<file path="src/rtl/i2c_stat_pkg.sv">
package i2c_stat_pkg;

  // status byte bit positions
  localparam int unsigned ST_BUSY = 0;
  localparam int unsigned ST_NACK = 1;
  localparam int unsigned ST_RXF  = 2;
  localparam int unsigned ST_TXE  = 3;
  localparam int unsigned ST_FILL = 4;
  localparam int unsigned ST_ACC  = 6;
  localparam int unsigned ST_WRE  = 7;

  // sticky flag vector indices
  localparam int unsigned FL_NACK = 0;
  localparam int unsigned FL_TXE  = 1;
  localparam int unsigned FL_ACC  = 2;
  localparam int unsigned FL_WRE  = 3;
  localparam int unsigned NFLAG   = 4;

  typedef enum logic [1:0] {
    FILL_EMPTY = 2'b00,
    FILL_RSVD  = 2'b01,
    FILL_HALF  = 2'b10,
    FILL_FULL  = 2'b11
  } fill_code_e;

  function automatic fill_code_e fill_code(input int unsigned cnt, input int unsigned depth);
    if (cnt == 0)          return FILL_EMPTY;
    else if (cnt >= depth) return FILL_FULL;
    else                   return FILL_HALF;
  endfunction

  function automatic int unsigned next_count(input int unsigned cnt, input logic push,
                                             input logic pop, input logic clr);
    int unsigned n;
    if (clr) return 0;
    n = cnt;
    if (push) n = n + 1;
    if (pop)  n = n - 1;
    return n;
  endfunction

endpackage

</file>
<file path="src/rtl/i2c_byte_fifo.sv">
module i2c_byte_fifo #(
  parameter int unsigned DW    = 8,
  parameter int unsigned DEPTH = 4,
  localparam int unsigned AW   = (DEPTH > 1) ? $clog2(DEPTH) : 1,
  localparam int unsigned CW   = $clog2(DEPTH + 1)
) (
  input  logic          clk,
  input  logic          rst_n,
  input  logic          clr_i,
  input  logic          push_i,
  input  logic          pop_i,
  input  logic [DW-1:0] din_i,
  output logic [DW-1:0] dout_o,
  output logic [CW-1:0] count_o,
  output logic          full_o,
  output logic          empty_o
);

  logic [DW-1:0] mem [DEPTH];
  logic [AW-1:0] wr_ptr, rd_ptr;
  logic [CW-1:0] cnt_q;

  function automatic logic [AW-1:0] ptr_inc(input logic [AW-1:0] p);
    return (p == AW'(DEPTH - 1)) ? '0 : p + AW'(1);
  endfunction

  always_ff @(posedge clk) begin
    if (push_i && !clr_i) mem[wr_ptr] <= din_i;
  end

  always_ff @(posedge clk) begin
    if (!rst_n || clr_i) begin
      wr_ptr <= '0;
      rd_ptr <= '0;
      cnt_q  <= '0;
    end else begin
      if (push_i) wr_ptr <= ptr_inc(wr_ptr);
      if (pop_i)  rd_ptr <= ptr_inc(rd_ptr);
      cnt_q <= CW'(i2c_stat_pkg::next_count(int'(cnt_q), push_i, pop_i, 1'b0));
    end
  end

  assign dout_o  = mem[rd_ptr];
  assign count_o = cnt_q;
  assign full_o  = (cnt_q == CW'(DEPTH));
  assign empty_o = (cnt_q == '0);


  count_bound_chk: assert property (@(posedge clk) disable iff (!rst_n)
    count_o <= CW'(DEPTH));


  clr_empty_chk: assert property (@(posedge clk) disable iff (!rst_n)
    clr_i |=> empty_o);


  no_overflow_chk: assert property (@(posedge clk) disable iff (!rst_n)
    (full_o && !pop_i) |-> !push_i);

endmodule

</file>
<file path="src/rtl/i2c_access_ctrl.sv">
module i2c_access_ctrl #(
  parameter int unsigned DEPTH = 4,
  localparam int unsigned CW   = $clog2(DEPTH + 1)
) (
  input  logic          clk,
  input  logic          rst_n,
  input  logic          dir_i,
  input  logic          flush_i,
  input  logic          cpu_wr_i,
  input  logic          cpu_rd_i,
  input  logic          eng_push_i,
  input  logic          eng_pop_i,
  input  logic [CW-1:0] count_i,
  output logic          dir_q_o,
  output logic          dir_chg_o,
  output logic          clr_o,
  output logic          push_o,
  output logic          pop_o,
  output logic          acc_evt_o,
  output logic          wre_evt_o,
  output logic          txe_evt_o
);

  logic dir_q;
  logic full, empty, wr_ok, rd_ok;
  int unsigned cnt_nxt;

  always_ff @(posedge clk) begin
    if (!rst_n) dir_q <= 1'b0;
    else        dir_q <= dir_i;
  end

  assign full      = (count_i == CW'(DEPTH));
  assign empty     = (count_i == '0);
  assign dir_chg_o = dir_i ^ dir_q;
  assign clr_o     = flush_i | dir_chg_o;

  assign acc_evt_o = cpu_wr_i & cpu_rd_i;
  assign wr_ok     = cpu_wr_i & ~cpu_rd_i & ~dir_i;
  assign rd_ok     = cpu_rd_i & ~cpu_wr_i & dir_i;
  assign wre_evt_o = wr_ok & full;

  assign push_o = ~clr_o & ~full & ((wr_ok) | (dir_i & eng_push_i));
  assign pop_o  = ~clr_o & ~empty & ((~dir_i & eng_pop_i) | rd_ok);

  assign cnt_nxt   = i2c_stat_pkg::next_count(int'(count_i), push_o, pop_o, clr_o);
  assign txe_evt_o = ~dir_i & ~dir_chg_o & ~empty & (cnt_nxt == 0);
  assign dir_q_o   = dir_q;


  rx_no_cpu_write_chk: assert property (@(posedge clk) disable iff (!rst_n)
    (dir_i && !eng_push_i) |-> !push_o);


  dir_no_txe_chk: assert property (@(posedge clk) disable iff (!rst_n)
    dir_chg_o |-> !txe_evt_o);

endmodule

</file>
<file path="src/rtl/i2c_flag_bank.sv">
module i2c_flag_bank #(
  parameter int unsigned NF = 4
) (
  input  logic          clk,
  input  logic          rst_n,
  input  logic [NF-1:0] set_i,
  input  logic          wr_i,
  input  logic [NF-1:0] wbit_i,
  output logic [NF-1:0] flags_o
);

  for (genvar i = 0; i < NF; i++) begin : g_flag
    logic q;
    always_ff @(posedge clk) begin
      if (!rst_n)                    q <= 1'b0;
      else if (set_i[i])             q <= 1'b1;
      else if (wr_i && !wbit_i[i])   q <= 1'b0;
    end
    assign flags_o[i] = q;


    set_wins_chk: assert property (@(posedge clk) disable iff (!rst_n)
      set_i[i] |=> flags_o[i]);


    wzero_clear_chk: assert property (@(posedge clk) disable iff (!rst_n)
      (wr_i && !wbit_i[i] && !set_i[i]) |=> !flags_o[i]);


    wone_keep_chk: assert property (@(posedge clk) disable iff (!rst_n)
      (!set_i[i] && !(wr_i && !wbit_i[i])) |=> $stable(flags_o[i]));
  end

endmodule

</file>
<file path="src/rtl/i2c_fifo_stat.sv">
module i2c_fifo_stat #(
  parameter int unsigned DW    = 8,
  parameter int unsigned DEPTH = 4,
  localparam int unsigned CW   = $clog2(DEPTH + 1)
) (
  input  logic          clk,
  input  logic          rst_n,
  input  logic          dir_rx_i,
  input  logic          flush_i,
  input  logic [2:0]    ien_i,
  input  logic          reg_wr_i,
  input  logic [7:0]    reg_wdata_i,
  output logic [7:0]    reg_rdata_o,
  input  logic          cpu_wr_i,
  input  logic [DW-1:0] cpu_wdata_i,
  input  logic          cpu_rd_i,
  output logic [DW-1:0] rx_data_o,
  input  logic          eng_busy_i,
  input  logic          eng_nack_i,
  input  logic          eng_pop_i,
  output logic [DW-1:0] tx_data_o,
  input  logic          eng_push_i,
  input  logic [DW-1:0] eng_rdata_i,
  output logic          abort_o,
  output logic          irq_o
);
  import i2c_stat_pkg::*;

  logic          dir_q, dir_chg, clr, push, pop;
  logic          acc_evt, wre_evt, txe_evt;
  logic [CW-1:0] count;
  logic          full, empty;
  logic [DW-1:0] fifo_din, fifo_dout;
  logic [NFLAG-1:0] flag_set, flag_wbit, flags;
  logic          rx_ready, abort_q;
  fill_code_e    fill;
  logic          unused_wbits;

  i2c_access_ctrl #(.DEPTH(DEPTH)) u_ctrl (
    .clk(clk), .rst_n(rst_n), .dir_i(dir_rx_i), .flush_i(flush_i),
    .cpu_wr_i(cpu_wr_i), .cpu_rd_i(cpu_rd_i),
    .eng_push_i(eng_push_i), .eng_pop_i(eng_pop_i), .count_i(count),
    .dir_q_o(dir_q), .dir_chg_o(dir_chg), .clr_o(clr), .push_o(push), .pop_o(pop),
    .acc_evt_o(acc_evt), .wre_evt_o(wre_evt), .txe_evt_o(txe_evt)
  );

  assign fifo_din = dir_rx_i ? eng_rdata_i : cpu_wdata_i;

  i2c_byte_fifo #(.DW(DW), .DEPTH(DEPTH)) u_fifo (
    .clk(clk), .rst_n(rst_n), .clr_i(clr), .push_i(push), .pop_i(pop),
    .din_i(fifo_din), .dout_o(fifo_dout), .count_o(count),
    .full_o(full), .empty_o(empty)
  );

  assign flag_set[FL_NACK]  = eng_nack_i;
  assign flag_set[FL_TXE]   = txe_evt;
  assign flag_set[FL_ACC]   = acc_evt;
  assign flag_set[FL_WRE]   = wre_evt;
  assign flag_wbit[FL_NACK] = reg_wdata_i[ST_NACK];
  assign flag_wbit[FL_TXE]  = reg_wdata_i[ST_TXE];
  assign flag_wbit[FL_ACC]  = reg_wdata_i[ST_ACC];
  assign flag_wbit[FL_WRE]  = reg_wdata_i[ST_WRE];
  assign unused_wbits = ^{reg_wdata_i[ST_FILL+1], reg_wdata_i[ST_FILL],
                          reg_wdata_i[ST_RXF], reg_wdata_i[ST_BUSY], full};

  i2c_flag_bank #(.NF(NFLAG)) u_flags (
    .clk(clk), .rst_n(rst_n), .set_i(flag_set), .wr_i(reg_wr_i),
    .wbit_i(flag_wbit), .flags_o(flags)
  );

  always_ff @(posedge clk) begin
    if (!rst_n) abort_q <= 1'b0;
    else        abort_q <= eng_nack_i;
  end

  assign rx_ready = dir_q & ~empty;
  assign fill     = fill_code(int'(count), DEPTH);

  always_comb begin
    reg_rdata_o                       = '0;
    reg_rdata_o[ST_BUSY]              = eng_busy_i;
    reg_rdata_o[ST_NACK]              = flags[FL_NACK];
    reg_rdata_o[ST_RXF]               = rx_ready;
    reg_rdata_o[ST_TXE]               = flags[FL_TXE];
    reg_rdata_o[ST_FILL+1:ST_FILL]    = fill;
    reg_rdata_o[ST_ACC]               = flags[FL_ACC];
    reg_rdata_o[ST_WRE]               = flags[FL_WRE];
  end

  assign rx_data_o = fifo_dout;
  assign tx_data_o = fifo_dout;
  assign abort_o   = abort_q;
  assign irq_o     = (ien_i[0] & rx_ready) | (ien_i[1] & flags[FL_TXE]) |
                     (ien_i[2] & flags[FL_NACK]);


  fill_not_rsvd_chk: assert property (@(posedge clk) disable iff (!rst_n)
    reg_rdata_o[ST_FILL+1:ST_FILL] != FILL_RSVD);


  nack_abort_chk: assert property (@(posedge clk) disable iff (!rst_n)
    eng_nack_i |=> (abort_o && reg_rdata_o[ST_NACK]));


  acc_noeffect_chk: assert property (@(posedge clk) disable iff (!rst_n)
    (acc_evt && !eng_pop_i && !eng_push_i && !clr) |=> $stable(count));


  wre_drop_chk: assert property (@(posedge clk) disable iff (!rst_n)
    (wre_evt && !eng_pop_i && !clr) |=> (count == CW'(DEPTH)));


  dir_clear_chk: assert property (@(posedge clk) disable iff (!rst_n)
    dir_chg |=> (count == '0));

endmodule

</file>
<file path="config.mk">
export PLATFORM = sky130hd
export DESIGN_NAME = i2c_fifo_stat
export DESIGN_NICKNAME = d
export VERILOG_FILES = /design/src/rtl/i2c_stat_pkg.sv /design/src/rtl/i2c_byte_fifo.sv /design/src/rtl/i2c_access_ctrl.sv /design/src/rtl/i2c_flag_bank.sv /design/src/rtl/i2c_fifo_stat.sv
export SDC_FILE = /design/constraint.sdc
export NUM_CORES = 1
export LEC_CHECK = 0
export ABC_AREA = 1
export BUFFER_PORTS_ARGS = -buffer_cell sky130_fd_sc_hd__buf_2
export CORE_ASPECT_RATIO = 1.75
export CORE_MARGIN = 2
export CORE_UTILIZATION = 50
export CTS_CLUSTER_DIAMETER = 30
export CTS_CLUSTER_SIZE = 20
export DETAILED_ROUTE_END_ITERATION = 8
export PLACE_DENSITY_LB_ADDON = 0.15
export SLEW_MARGIN = 20
export SYNTH_ARGS = -nofsm -noshare
export SYNTH_HDL_FRONTEND = slang
export SYNTH_HIERARCHICAL = 1
export SYNTH_SLANG_ARGS = --single-unit
</file>
<file path="constraint.sdc">
create_clock -name clk -period 2.6 [get_ports clk]
set_input_delay 0.39 -clock clk [delete_from_list [all_inputs] [get_ports clk]]
set_output_delay 0.39 -clock clk [all_outputs]
set_load 0.02 [all_outputs]
</file>
==> Word-level counts from Yosys, hierarchy flattened <==
Memory sizes are Yosys's and may differ from the RTL's. A register that Yosys moved wholly into a read port is not among the register bits.
Index checks and enable logic that the tools add are counted.
W data, S select, Z words.
{ "classes": {"n_div": 0, "order_cmp": 1, "n_shift": 0, "eq_ne": 3, "bitwise_logic": 32, "multipliers": 0, "muxes": 24, "add_sub_neg": 5, "reduce_logical": 18} }
{ "op_table": {"columns": ["operator", "count"], "rows": [
  ["$mux W32", 3],
  ["$logic_not A32 Y1", 1],
  ["$sub A32 B1 Y32 const B", 1],
  ["$and A1 B1 Y1", 19],
  ["$mux W1", 12],
  ["$mux W2", 5],
  ["$mux W8", 1],
  ["$reduce_bool A2 Y1", 4],
  ["$not A1 Y1", 7],
  ["$logic_not A1 Y1", 6],
  ["$mux W3", 2],
  ["$logic_and A1 B1 Y1", 5],
  ["$or A1 B1 Y1", 5],
  ["$add A2 B1 Y2 const B", 2],
  ["$add A3 B1 Y4 const B", 1],
  ["$eq A2 B2 Y1 const B", 2],
  ["$mux W4", 1],
  ["$eq A3 B3 Y1 const B", 1],
  ["$ge A3 B3 Y1 const B", 1],
  ["$logic_not A3 Y1", 1],
  ["$sub A3 B1 Y3 const B", 1],
  ["$logic_or A1 B1 Y1", 1],
  ["$xor A1 B1 Y1", 1]
]} }
{ "word_totals": {"output_inout_bits": 26, "ramBits": 32, "regBits": 13, "in_bits": 38, "wordCells": 93, "latch_bits": 0, "mem_bits_ro": 0, "n_memories": 1} }
{ "memory_table": {"columns": ["memory", "depth", "word_bits", "read_ports", "rd_clocked_by_memory_dff", "write_ports", "line", "rtl"], "rows": [
  ["u_fifo.mem", 4, 8, 1, 1, 1, "i2c_byte_fifo.sv:19", "logic [DW-1:0] mem [DEPTH];"]
]} }

==> Depth between registers and ports, before layout <==
Gate-level depths: netlist of the first run.
{ "depth": {"word_depth": 13, "ltp_mapped": 19, "mapped_depth_nobuf": 19} }

==> Cells and area by module <==
Netlist of the first run, hierarchy kept.
{ "modules_own_cells": {"columns": ["module", "seq_area_each_um2", "cells_per_inst", "n_inst", "area_per_inst_um2"], "rows": [
  ["i2c_byte_fifo", 1141.1, 152, 1, 1712.9],
  ["i2c_access_ctrl", 20.0, 65, 1, 374.1],
  ["i2c_fifo_stat", 20.0, 50, 1, 262.8],
  ["i2c_flag_bank", 80.1, 29, 1, 193.9]
]} }

==> Worst setup path before layout of the first run <==
OpenSTA, ideal clock, no wires.
{ "synth_path": {"kind": "input to register", "start": "in dir_rx_i", "end": "reg u_flags.g_flag[1].q", "arrival_time_ps": 2187, "slack_ps": 344, "path_buffers": 0, "cell_stages": 16, "setup_ps": 70, "required_ps": 2530, "path_cell_list": "inv_2 -> ha_1 -> nor2_4 -> nand2_2 -> inv_2 -> nand2_4 -> or2_2 -> ha_1 -> inv_1 -> nor2_1 -> nor2_1 -> nor2_1 -> nand2_1 -> a21oi_2 -> inv_1 -> a21oi_1"} }
{ "synth_via": {"elab_chain_len": 13, "word_cells_on_any_way": 27} }
{ "synth_rtl": {"columns": ["element", "line", "rtl"], "rows": [
  ["from (decl)", "i2c_fifo_stat.sv:8", "input logic dir_rx_i,"],
  ["$xor A1 B1 Y1 *", "i2c_access_ctrl.sv:35", "assign dir_chg_o = dir_i ^ dir_q;"],
  ["named net dir_chg", "i2c_fifo_stat.sv:29", "logic dir_q, dir_chg, clr, push, pop;"],
  ["$or A1 B1 Y1", "i2c_access_ctrl.sv:36", "assign clr_o = flush_i | dir_chg_o;"],
  ["$not A1 Y1", "i2c_access_ctrl.sv:43, i2c_access_ctrl.sv:44", null],
  ["$and A1 B1 Y1 (2 in a row)", "i2c_access_ctrl.sv:43", "assign push_o = ~clr_o & ~full & ((wr_ok) | (dir_i & eng_push_i));"],
  ["$mux W4", null, null],
  ["$mux W32", "i2c_stat_pkg.sv:36", "n = cnt;"],
  ["$sub A32 B1 Y32", "i2c_stat_pkg.sv:38", "if (pop) n = n - 1;"],
  ["$mux W32", "i2c_stat_pkg.sv:38", null],
  ["$mux W32", "i2c_stat_pkg.sv:36", null],
  ["$logic_not A32 Y1", "i2c_access_ctrl.sv:47", "assign txe_evt_o = ~dir_i & ~dir_chg_o & ~empty & (cnt_nxt == 0);"],
  ["$and A1 B1 Y1 *", "i2c_access_ctrl.sv:47", null],
  ["named net txe_evt", "i2c_fifo_stat.sv:30", "logic acc_evt, wre_evt, txe_evt;"],
  ["$mux W1 / $reduce_bool A2 Y1 (equally long branches)", null, null],
  ["to (signal assigned)", "i2c_flag_bank.sv:15", "if (!rst_n) q <= 1'b0;"],
  ["to (signal assigned)", "i2c_flag_bank.sv:16", "else if (set_i[i]) q <= 1'b1;"],
  ["to (signal assigned)", "i2c_flag_bank.sv:17", "else if (wr_i && !wbit_i[i]) q <= 1'b0;"],
  ["to (decl)", "i2c_flag_bank.sv:13", "logic q;"]
]} }
Mark *: on every way through the listed nets, which the timed path passes. The rest lies on a longest branch. The select of a mux whose other input is x is not followed.
A chain may end at the register's enable or synchronous reset.

==> Worst setup path after layout of the first run <==
{ "layout_path": {"start": "reg u_ctrl.dir_q (netlist: u_ctrl/dir_q_o)", "end": "reg u_flags.g_flag[1].q"} }
{ "layout_via": {"elab_chain_len": 13, "word_cells_on_any_way": 20} }
{ "layout_rtl": {"columns": ["element", "line", "rtl"], "rows": [
  ["from (decl)", "i2c_access_ctrl.sv:24", "logic dir_q;"],
  ["from (signal assigned)", "i2c_access_ctrl.sv:30", "else dir_q <= dir_i;"],
  ["$xor A1 B1 Y1 *", "i2c_access_ctrl.sv:35", null],
  ["named net dir_chg", "i2c_fifo_stat.sv:29", null],
  ["$or A1 B1 Y1", "i2c_access_ctrl.sv:36", null],
  ["$not A1 Y1", "i2c_access_ctrl.sv:43, i2c_access_ctrl.sv:44", null],
  ["$and A1 B1 Y1 (2 in a row)", "i2c_access_ctrl.sv:43", null],
  ["$mux W4", null, null],
  ["$mux W32", "i2c_stat_pkg.sv:36", null],
  ["$sub A32 B1 Y32", "i2c_stat_pkg.sv:38", null],
  ["$mux W32", "i2c_stat_pkg.sv:38", null],
  ["$mux W32", "i2c_stat_pkg.sv:36", null],
  ["$logic_not A32 Y1", "i2c_access_ctrl.sv:47", null],
  ["$and A1 B1 Y1 *", "i2c_access_ctrl.sv:47", null],
  ["named net txe_evt", "i2c_fifo_stat.sv:30", null],
  ["$mux W1 / $reduce_bool A2 Y1 (equally long branches)", null, null]
]} }
Marks and branches as above.

==> results of run 1 <==
[final cells by class]
| class | instances | area (um^2) |
|---|---|---|
| Clock inverter | 1 | 30.0 |
| Clock buffer | 7 | 76.3 |
| Inverter | 56 | 210 |
| Sequential cell | 47 | 1260 |
| Timing Repair Buffer | 66 | 353 |
| Tap cell | 54 | 67.6 |
| Fill cell | 443 | 2020 |
| Multi-Input combinational cell | 172 | 917 |
[where the power goes]
group	internal, uW	switching, uW
logic	47.9	74.5
clock network	288	229
registers	807	2.94
[how the worst min path moves through the flow]
stage	startpoint	to	slack (ps)	cells after the start
2_1_floorplan	u_flags/g_flag[1].q$_SDFFE_PN0P_	u_flags/g_flag[1].q$_SDFFE_PN0P_	440	2
3_3_place_gp	u_flags/g_flag[2].q$_SDFFE_PN0P_	u_flags/g_flag[2].q$_SDFFE_PN0P_	450	2
3_5_place_dp	u_flags/g_flag[3].q$_SDFFE_PN0P_	u_flags/g_flag[3].q$_SDFFE_PN0P_	460	2
4_1_cts	eng_nack_i	abort_o$_SDFF_PN0_	280	3
5_1_grt	eng_nack_i	abort_o$_SDFF_PN0_	310	3
6_report	eng_nack_i	abort_o$_SDFF_PN0_	290	3
[state kept, by name (all words and copies together) (netlist names), named ones only]
register and flops:
u_fifo/wr_ptr 2, u_fifo/rd_ptr 2, u_fifo/mem 32, u_flags/g_flag.q 4, u_fifo/count_o 3, u_ctrl/dir_q_o 1, abort_o 1
[through the flow]
step / power, uW / setup WS (ps) / hold slack, ps
after floorplan: 907 / 344 / 439
after global placement: 948 / 109 / 454
after detailed placement: 951 / 74.7 / 458
after CTS: 1460 / 214 / 283
after global routing: 1500 / 26.3 / 314
final: 1450 / 283 / 291
[cells in the final DEF (no fill, tap or decap)]
master	instances
buf_2	57
inv_1	52
nand2_1	50
nor2_1	36
edfxtp_1	32
o21ai_0	24
dfxtp_1	13
ha_1	12
buf_4	9
nand3_1	9
a21oi_1	9
o22ai_1	8
nand2_2	7
clkbuf_8	5
inv_2	4
o21ai_2	4
nand3b_1	2
clkbuf_1	2
nand2_4	2
dfxtp_2	2
bufinv_16	1
nor2_4	1
nand3_2	1
or2_2	1
xnor2_1	1
nor2_2	1
a21oi_2	1
o21ai_1	1
and2_1	1
nor3_1	1
[tightest hold or removal path: stages]
cell     delay, ps
buf_2           90
nand2_1         40
inv_1           40
[routing by layer]
| layer | global-route usage, % | vias to the layer above | share of wire [%] | wire (um) |
|---|---|---|---|---|
| met2 | 36.2 | 37 | 57 | 2810 |
| met3 | 2.52 | 6 | 2.9 | 140 |
| met4 | 5.90 | 0 | 1.4 | 68 |
| li1 | - | 1025 | - | - |
| met5 | 0 | - | 0 | 0 |
| met1 | 19.0 | 880 | 38 | 1870 |
[timing repair]
| action | in CTS | in global routing |
|---|---|---|
| setup buffers | 0 | 0 |
| gates resized for setup | 0 | 2 |
| endpoints found under the setup margin | 0 | 1 |
==> impl_metrics.py, run 1 <==
metrics = {
    "clocking": {
        "clockRootBuffer": "clkbuf_8",
        "ctsHoldBuffers": 0,
        "cts_tree": "built",
        "path_clk_slew_ps": 80,
        "cts.sinks": 47,
        "clk_latency_ps": 290,
        "cts_buffers": 5,
        "htree_levels": 2,
        "clock_path_buffers": 2,
    },
    "route": {
        "dr.pass1.iters": 4,
        "wl_per_cell_um": 12.1,
        "drt_iter0_drc": 60,
        "drtAntennaViolNets": 0,
        "routed_wl_mm": 4.89,
        "dr_total_vias": 1948,
        "vias_per_cell": 4.83,
        "drc": 0,
    },
    "worst_hold_path": {
        "hold_class": "in -> reg",
    },
    "place": {
        "dpl.cell_count": 395,
        "gp_congestion": 0.804,
        "placement.cell_area_mm2": 0.00281,
        "dp_hpwl_mm": 3.70,
        "io_buffers": 57,
    },
    "global_routing": {
        "grt_usage_pct": 18.4,
        "grt_pass1_vias": 1849,
        "antenna_found_initial": 0,
        "grt_pass1_wl_mm": 8.08,
        "grt_max_degree": 21,
        "gr-total-overflow": 0,
    },
    "critical_path": {
        "worst-r2r-cell-count": 16,
        "r2r_start": "u_ctrl/dir_q_o$_SDFF_PN0_",
        "startpoint": "u_ctrl/dir_q_o$_SDFF_PN0_",
        "crit_required_ps": 2830,
        "path_cells": "inv_1 > ha_1 > nor2_4 > nand2_2 > inv_2 > nand2_4 > or2_2 > ha_1 > inv_1 > nor2_1 > nor2_1 > nor2_1 > nand2_1 > a21oi_2 > inv_1 > a21oi_1",
        "cp_slowest_cell": "dfxtp_2",
        "cp.depth": 16,
        "crit_family": "simple AND/OR/NAND/NOR gates",
        "critical_path_arrival_ps": 2540,
        "endpoint_kind": "flop",
        "r2r_end": "u_flags/g_flag[1].q$_SDFFE_PN0P_",
        "path_buf_inv": 4,
        "crit_fanout": 7,
        "worst_path_largest_cell_delay_ps": 350,
        "setup.worst_path.class": "reg -> reg",
        "worstSetupStartpointType": "flop",
        "crit_end": "u_flags/g_flag[1].q$_SDFFE_PN0P_",
        "reg2reg_slack_ps": 280,
    },
    "sta": {
        "hold_viol_final": 0,
        "max_freq_mhz": 432,
        "setup_viol": 0,
        "worst_pin_slew_ps": 475,
        "period_minus_slack_ps": 2320,
        "final_max_slew_viol_count": 0,
        "period_share_pct": 89.1,
        "rsz0062_at_grt": "no",
        "fin_setup_tns_ps": 0,
        "max_slew_margin_pct": 68.0,
        "finalClockSkew_ps": 4.39,
    },
    "floorplan": {
        "design.core.area_mm2": 0.00493,
        "rows": 34,
        "dieArea_mm2": 0.00568,
        "ios": 64,
        "initial_utilization_pct": 51.4,
        "die_h_um": 98.2,
        "die-width_um": 57.8,
    },
    "cells_and_area": {
        "drive_above_1_share_pct": 27.5,
        "antennaDiodeCount": 0,
        "final_util_pct": 59.1,
        "final_nets": 398,
        "final_cell_area_mm2": 0.00292,
        "area_growth_pct": 15.0,
        "layoutNonFillerInstCount": 403,
    },
    "synthesis": {
        "yosys_warnings": 6,
        "synth_area_mm2": 0.00254,
        "synth_fp_nets": 344,
        "syn_area_per_cell_um2": 8.63,
        "synthCells": 294,
    },
    "power": {
        "powerDensity_mw_per_mm2": 497,
        "ir_drop_mv": 0.410,
        "p_leak_uw": 0.00138,
    },
    "run": {
        "cap_violations": 0,
    },
    "outcome": {
        "status": "complete, no violations",
    },
}
No activity file was read; power rests on OpenSTA's default activity.
==> inputs of run 2 (changes only) <==
PLACE_DENSITY = 0.78   (was default)
PLACE_DENSITY_LB_ADDON = default   (was 0.15)
SYNTH_HIERARCHICAL = default   (was 1)
==> run 2 against run 1 <==
  * Die area is 8.1% lower
  * Worst hold slack better by 5.5 ps
  * Clock power is 12% lower
  * Clock skew is 4.1 ps higher
  * Synthesized cell count is 16% lower
  * Cell area is 8.1% lower
==> impl_metrics.py, run 2 <==
metrics = {
    "synthesis": {
        "synth_area_mm2": 0.00232,
        "synth_common_cells": "nand2_1, edfxtp_1, nor2_1",
        "synth_fp_nets": 294,
        "synth_ff_type": "edfxtp_1",
        "yosys_register_bits": 47,
        "syn_area_per_cell_um2": 9.39,
        "yosysUniqueCellTypes": 29,
        "yosys_warnings": 0,
        "yosysTopAreaCell": "edfxtp_1",
        "synthCells": 247,
        "synth_top_area_share_pct": 41.4,
        "yosys-top-cells-area": "edfxtp_1, dfxtp_1, nand2_1",
        "synth_edf_count": 32,
        "async_reset_ff_share_pct": 0,
        "synth_seq_area_share_pct": 54.4,
        "yosys.cell_count.top_type": "nand2_1",
    },
    "route": {
        "drt_iter0_drc": 21,
        "drtAntennaViolNets": 0,
        "routed_wl_mm": 4.53,
        "dr.pass1.iters": 4,
        "drc": 0,
        "dr_total_vias": 1775,
        "vias_per_cell": 5.06,
        "wl_per_cell_um": 12.9,
    },
    "cells_and_area": {
        "nFillCells": 395,
        "antennaDiodeCount": 0,
        "multi_input_area_um2": 817,
        "area_growth_pct": 15.5,
        "regMostFlops": "u_fifo.mem",
        "largest_reg_flops": 32,
        "top_regs": "u_fifo.mem: 32 flops, u_flags.g_flag.q: 4 flops, u_fifo.count_o: 3 flops",
        "seq_area_mm2": 0.00126,
        "drive_above_1_share_pct": 29.0,
        "final_nets": 346,
        "layout_commonest_cell": "buf_2",
        "final_cell_mix": "buf_2, nand2_1, nor2_1, edfxtp_1",
    },
    "critical_path": {
        "worst_path_largest_cell_delay_ps": 400,
        "endpoint_kind": "flop",
        "worst-r2r-cell-count": 18,
        "crit_family": "simple AND/OR/NAND/NOR gates",
        "crit_path_frequent_cell": "nand2_1",
        "crit_end": "u_flags.g_flag[1].q$_SDFFE_PN0P_",
        "r2r_end": "u_flags.g_flag[1].q$_SDFFE_PN0P_",
        "worstSetupStartpointType": "flop",
        "path_cells": "inv_1 > ha_1 > nand2_1 > nand2_1 > inv_2 > nand2_4 > nand2_1 > nand2_1 > nor3_1 > ha_1 > inv_1 > nand2_1 > nand3_1 > nor2_1 > nand2_1 > nand2_1 > nand2_1 > a21oi_2",
        "reg2reg_slack_ps": 270,
        "crit_fanout": 12,
        "crit_required_ps": 2790,
        "setup.worst_path.class": "reg -> reg",
        "critical_path_arrival_ps": 2530,
        "cp_slowest_cell": "dfxtp_1",
        "path_buf_inv": 3,
        "startpoint": "u_fifo.count_o[0]$_SDFF_PP0_",
        "r2r_start": "u_fifo.count_o[0]$_SDFF_PP0_",
        "cp.depth": 18,
    },
    "sta": {
        "layout_setup_ws_ps": 266,
        "finalClockSkew_ps": 8.49,
        "worst_pin_slew_ps": 450,
        "max_freq_mhz": 428,
        "final_max_slew_viol_count": 0,
        "period_minus_slack_ps": 2330,
        "hold_viol_final": 0,
        "setup_viol": 0,
        "rsz0062_at_grt": "no",
        "max_slew_margin_pct": 70.0,
        "period_share_pct": 89.8,
        "fin_hold_ws_ps": 297,
        "fin_setup_tns_ps": 0,
    },
    "floorplan": {
        "die-width_um": 55.5,
        "die_h_um": 94.1,
        "dieArea_mm2": 0.00522,
        "rows": 32,
        "ios": 64,
        "initial_utilization_pct": 52.2,
        "design.core.area_mm2": 0.00444,
    },
    "power": {
        "ir_drop_mv": 0.507,
        "powerDensity_mw_per_mm2": 520,
        "finalPower_uw": 1390,
        "p_leak_uw": 0.00121,
    },
    "run": {
        "cap_violations": 0,
    },
    "place": {
        "dp_worst_setup_slack_ps": 85.4,
        "dp_hpwl_mm": 3.50,
        "io_buffers": 57,
        "gp_congestion": 0.890,
    },
    "clocking": {
        "cts_buffers": 5,
        "post-cts-setup-buffers": 0,
        "cts.repair.resized": 0,
        "cts.sinks": 47,
        "clockRootBuffer": "clkbuf_8",
        "clock_path_buffers": 2,
        "ctsHoldBuffers": 0,
        "cts_tree": "built",
        "htree_levels": 2,
        "path_clk_slew_ps": 80,
        "clk_latency_ps": 300,
    },
    "global_routing": {
        "grt_pass1_wl_mm": 7.23,
        "grt_max_degree": 17,
        "antenna_found_initial": 0,
        "grt_pass1_vias": 1642,
        "gr-total-overflow": 0,
        "grt_usage_pct": 18.3,
    },
    "worst_hold_path": {
        "hold_class": "in -> reg",
    },
    "outcome": {
        "status": "complete, no violations",
    },
}
## run 2: power by group
group | total, uW | internal (uW) | switching, uW | leakage, uW
sequential | 814 | 810 | 3.60 | 0.000412
combinational | 125 | 46.7 | 78.1 | 0.000751
clock | 456 | 217 | 239 | 0.0000474
total | 1390 | 1070 | 321 | 0.00121
## run 2: worst min path at each step
stage / from / slack [ps] / cells after the start / endpoint
after floorplan: u_flags.g_flag[2].q$_SDFFE_PN0P_ / 450 / 2 / u_flags.g_flag[2].q$_SDFFE_PN0P_
after global placement: u_flags.g_flag[2].q$_SDFFE_PN0P_ / 460 / 2 / u_flags.g_flag[2].q$_SDFFE_PN0P_
after detailed placement: u_flags.g_flag[2].q$_SDFFE_PN0P_ / 470 / 2 / u_flags.g_flag[2].q$_SDFFE_PN0P_
after CTS: eng_nack_i / 290 / 3 / abort_o$_SDFF_PN0_
after global routing: eng_nack_i / 300 / 3 / abort_o$_SDFF_PN0_
final: eng_nack_i / 300 / 3 / abort_o$_SDFF_PN0_
## run 2: cells by family after synthesis
group | after synthesis | synth area share (%)
buf+inv | 45 | 10.4
simple gates | 103 | 19.5
flops | 47 | 54.4
compound gates | 41 | 10.1
xor+xnor | 2 | 0.755
fa+ha+maj | 9 | 4.85
## run 2: stage by stage
step / utilization, % / cells / cell area [um^2]
final: 60.3 / 351 / 2680
after CTS: 60.3 / 351 / 2680
after floorplan: - / 247 / 2320
after global placement: 58.1 / 343 / 2580
after detailed placement: 58.1 / 343 / 2580
after global routing: 60.3 / 351 / 2680
## run 2: final cells by class
cell class                      count  area share (%)
Clock buffer                        6            3.08
Clock inverter                      2           0.607
Inverter                           25            3.50
Multi-Input combinational cell    155            30.5
Sequential cell                    47            47.1
Tap cell                           51            2.38
Timing Repair Buffer               65            12.9
## run 2: worst min-delay path: stages
cell	delay (ps)
buf_2	80
nand2_1	50
inv_1	50
## run 2: per-layer routing
metal	vias to the layer above	part of all wire (%)	global-route usage, %
met5	-	0	0
met4	0	2.6	11.2
met3	8	3.2	3.17
met2	39	57	35.4
met1	816	38	17.2
li1	912	-	-
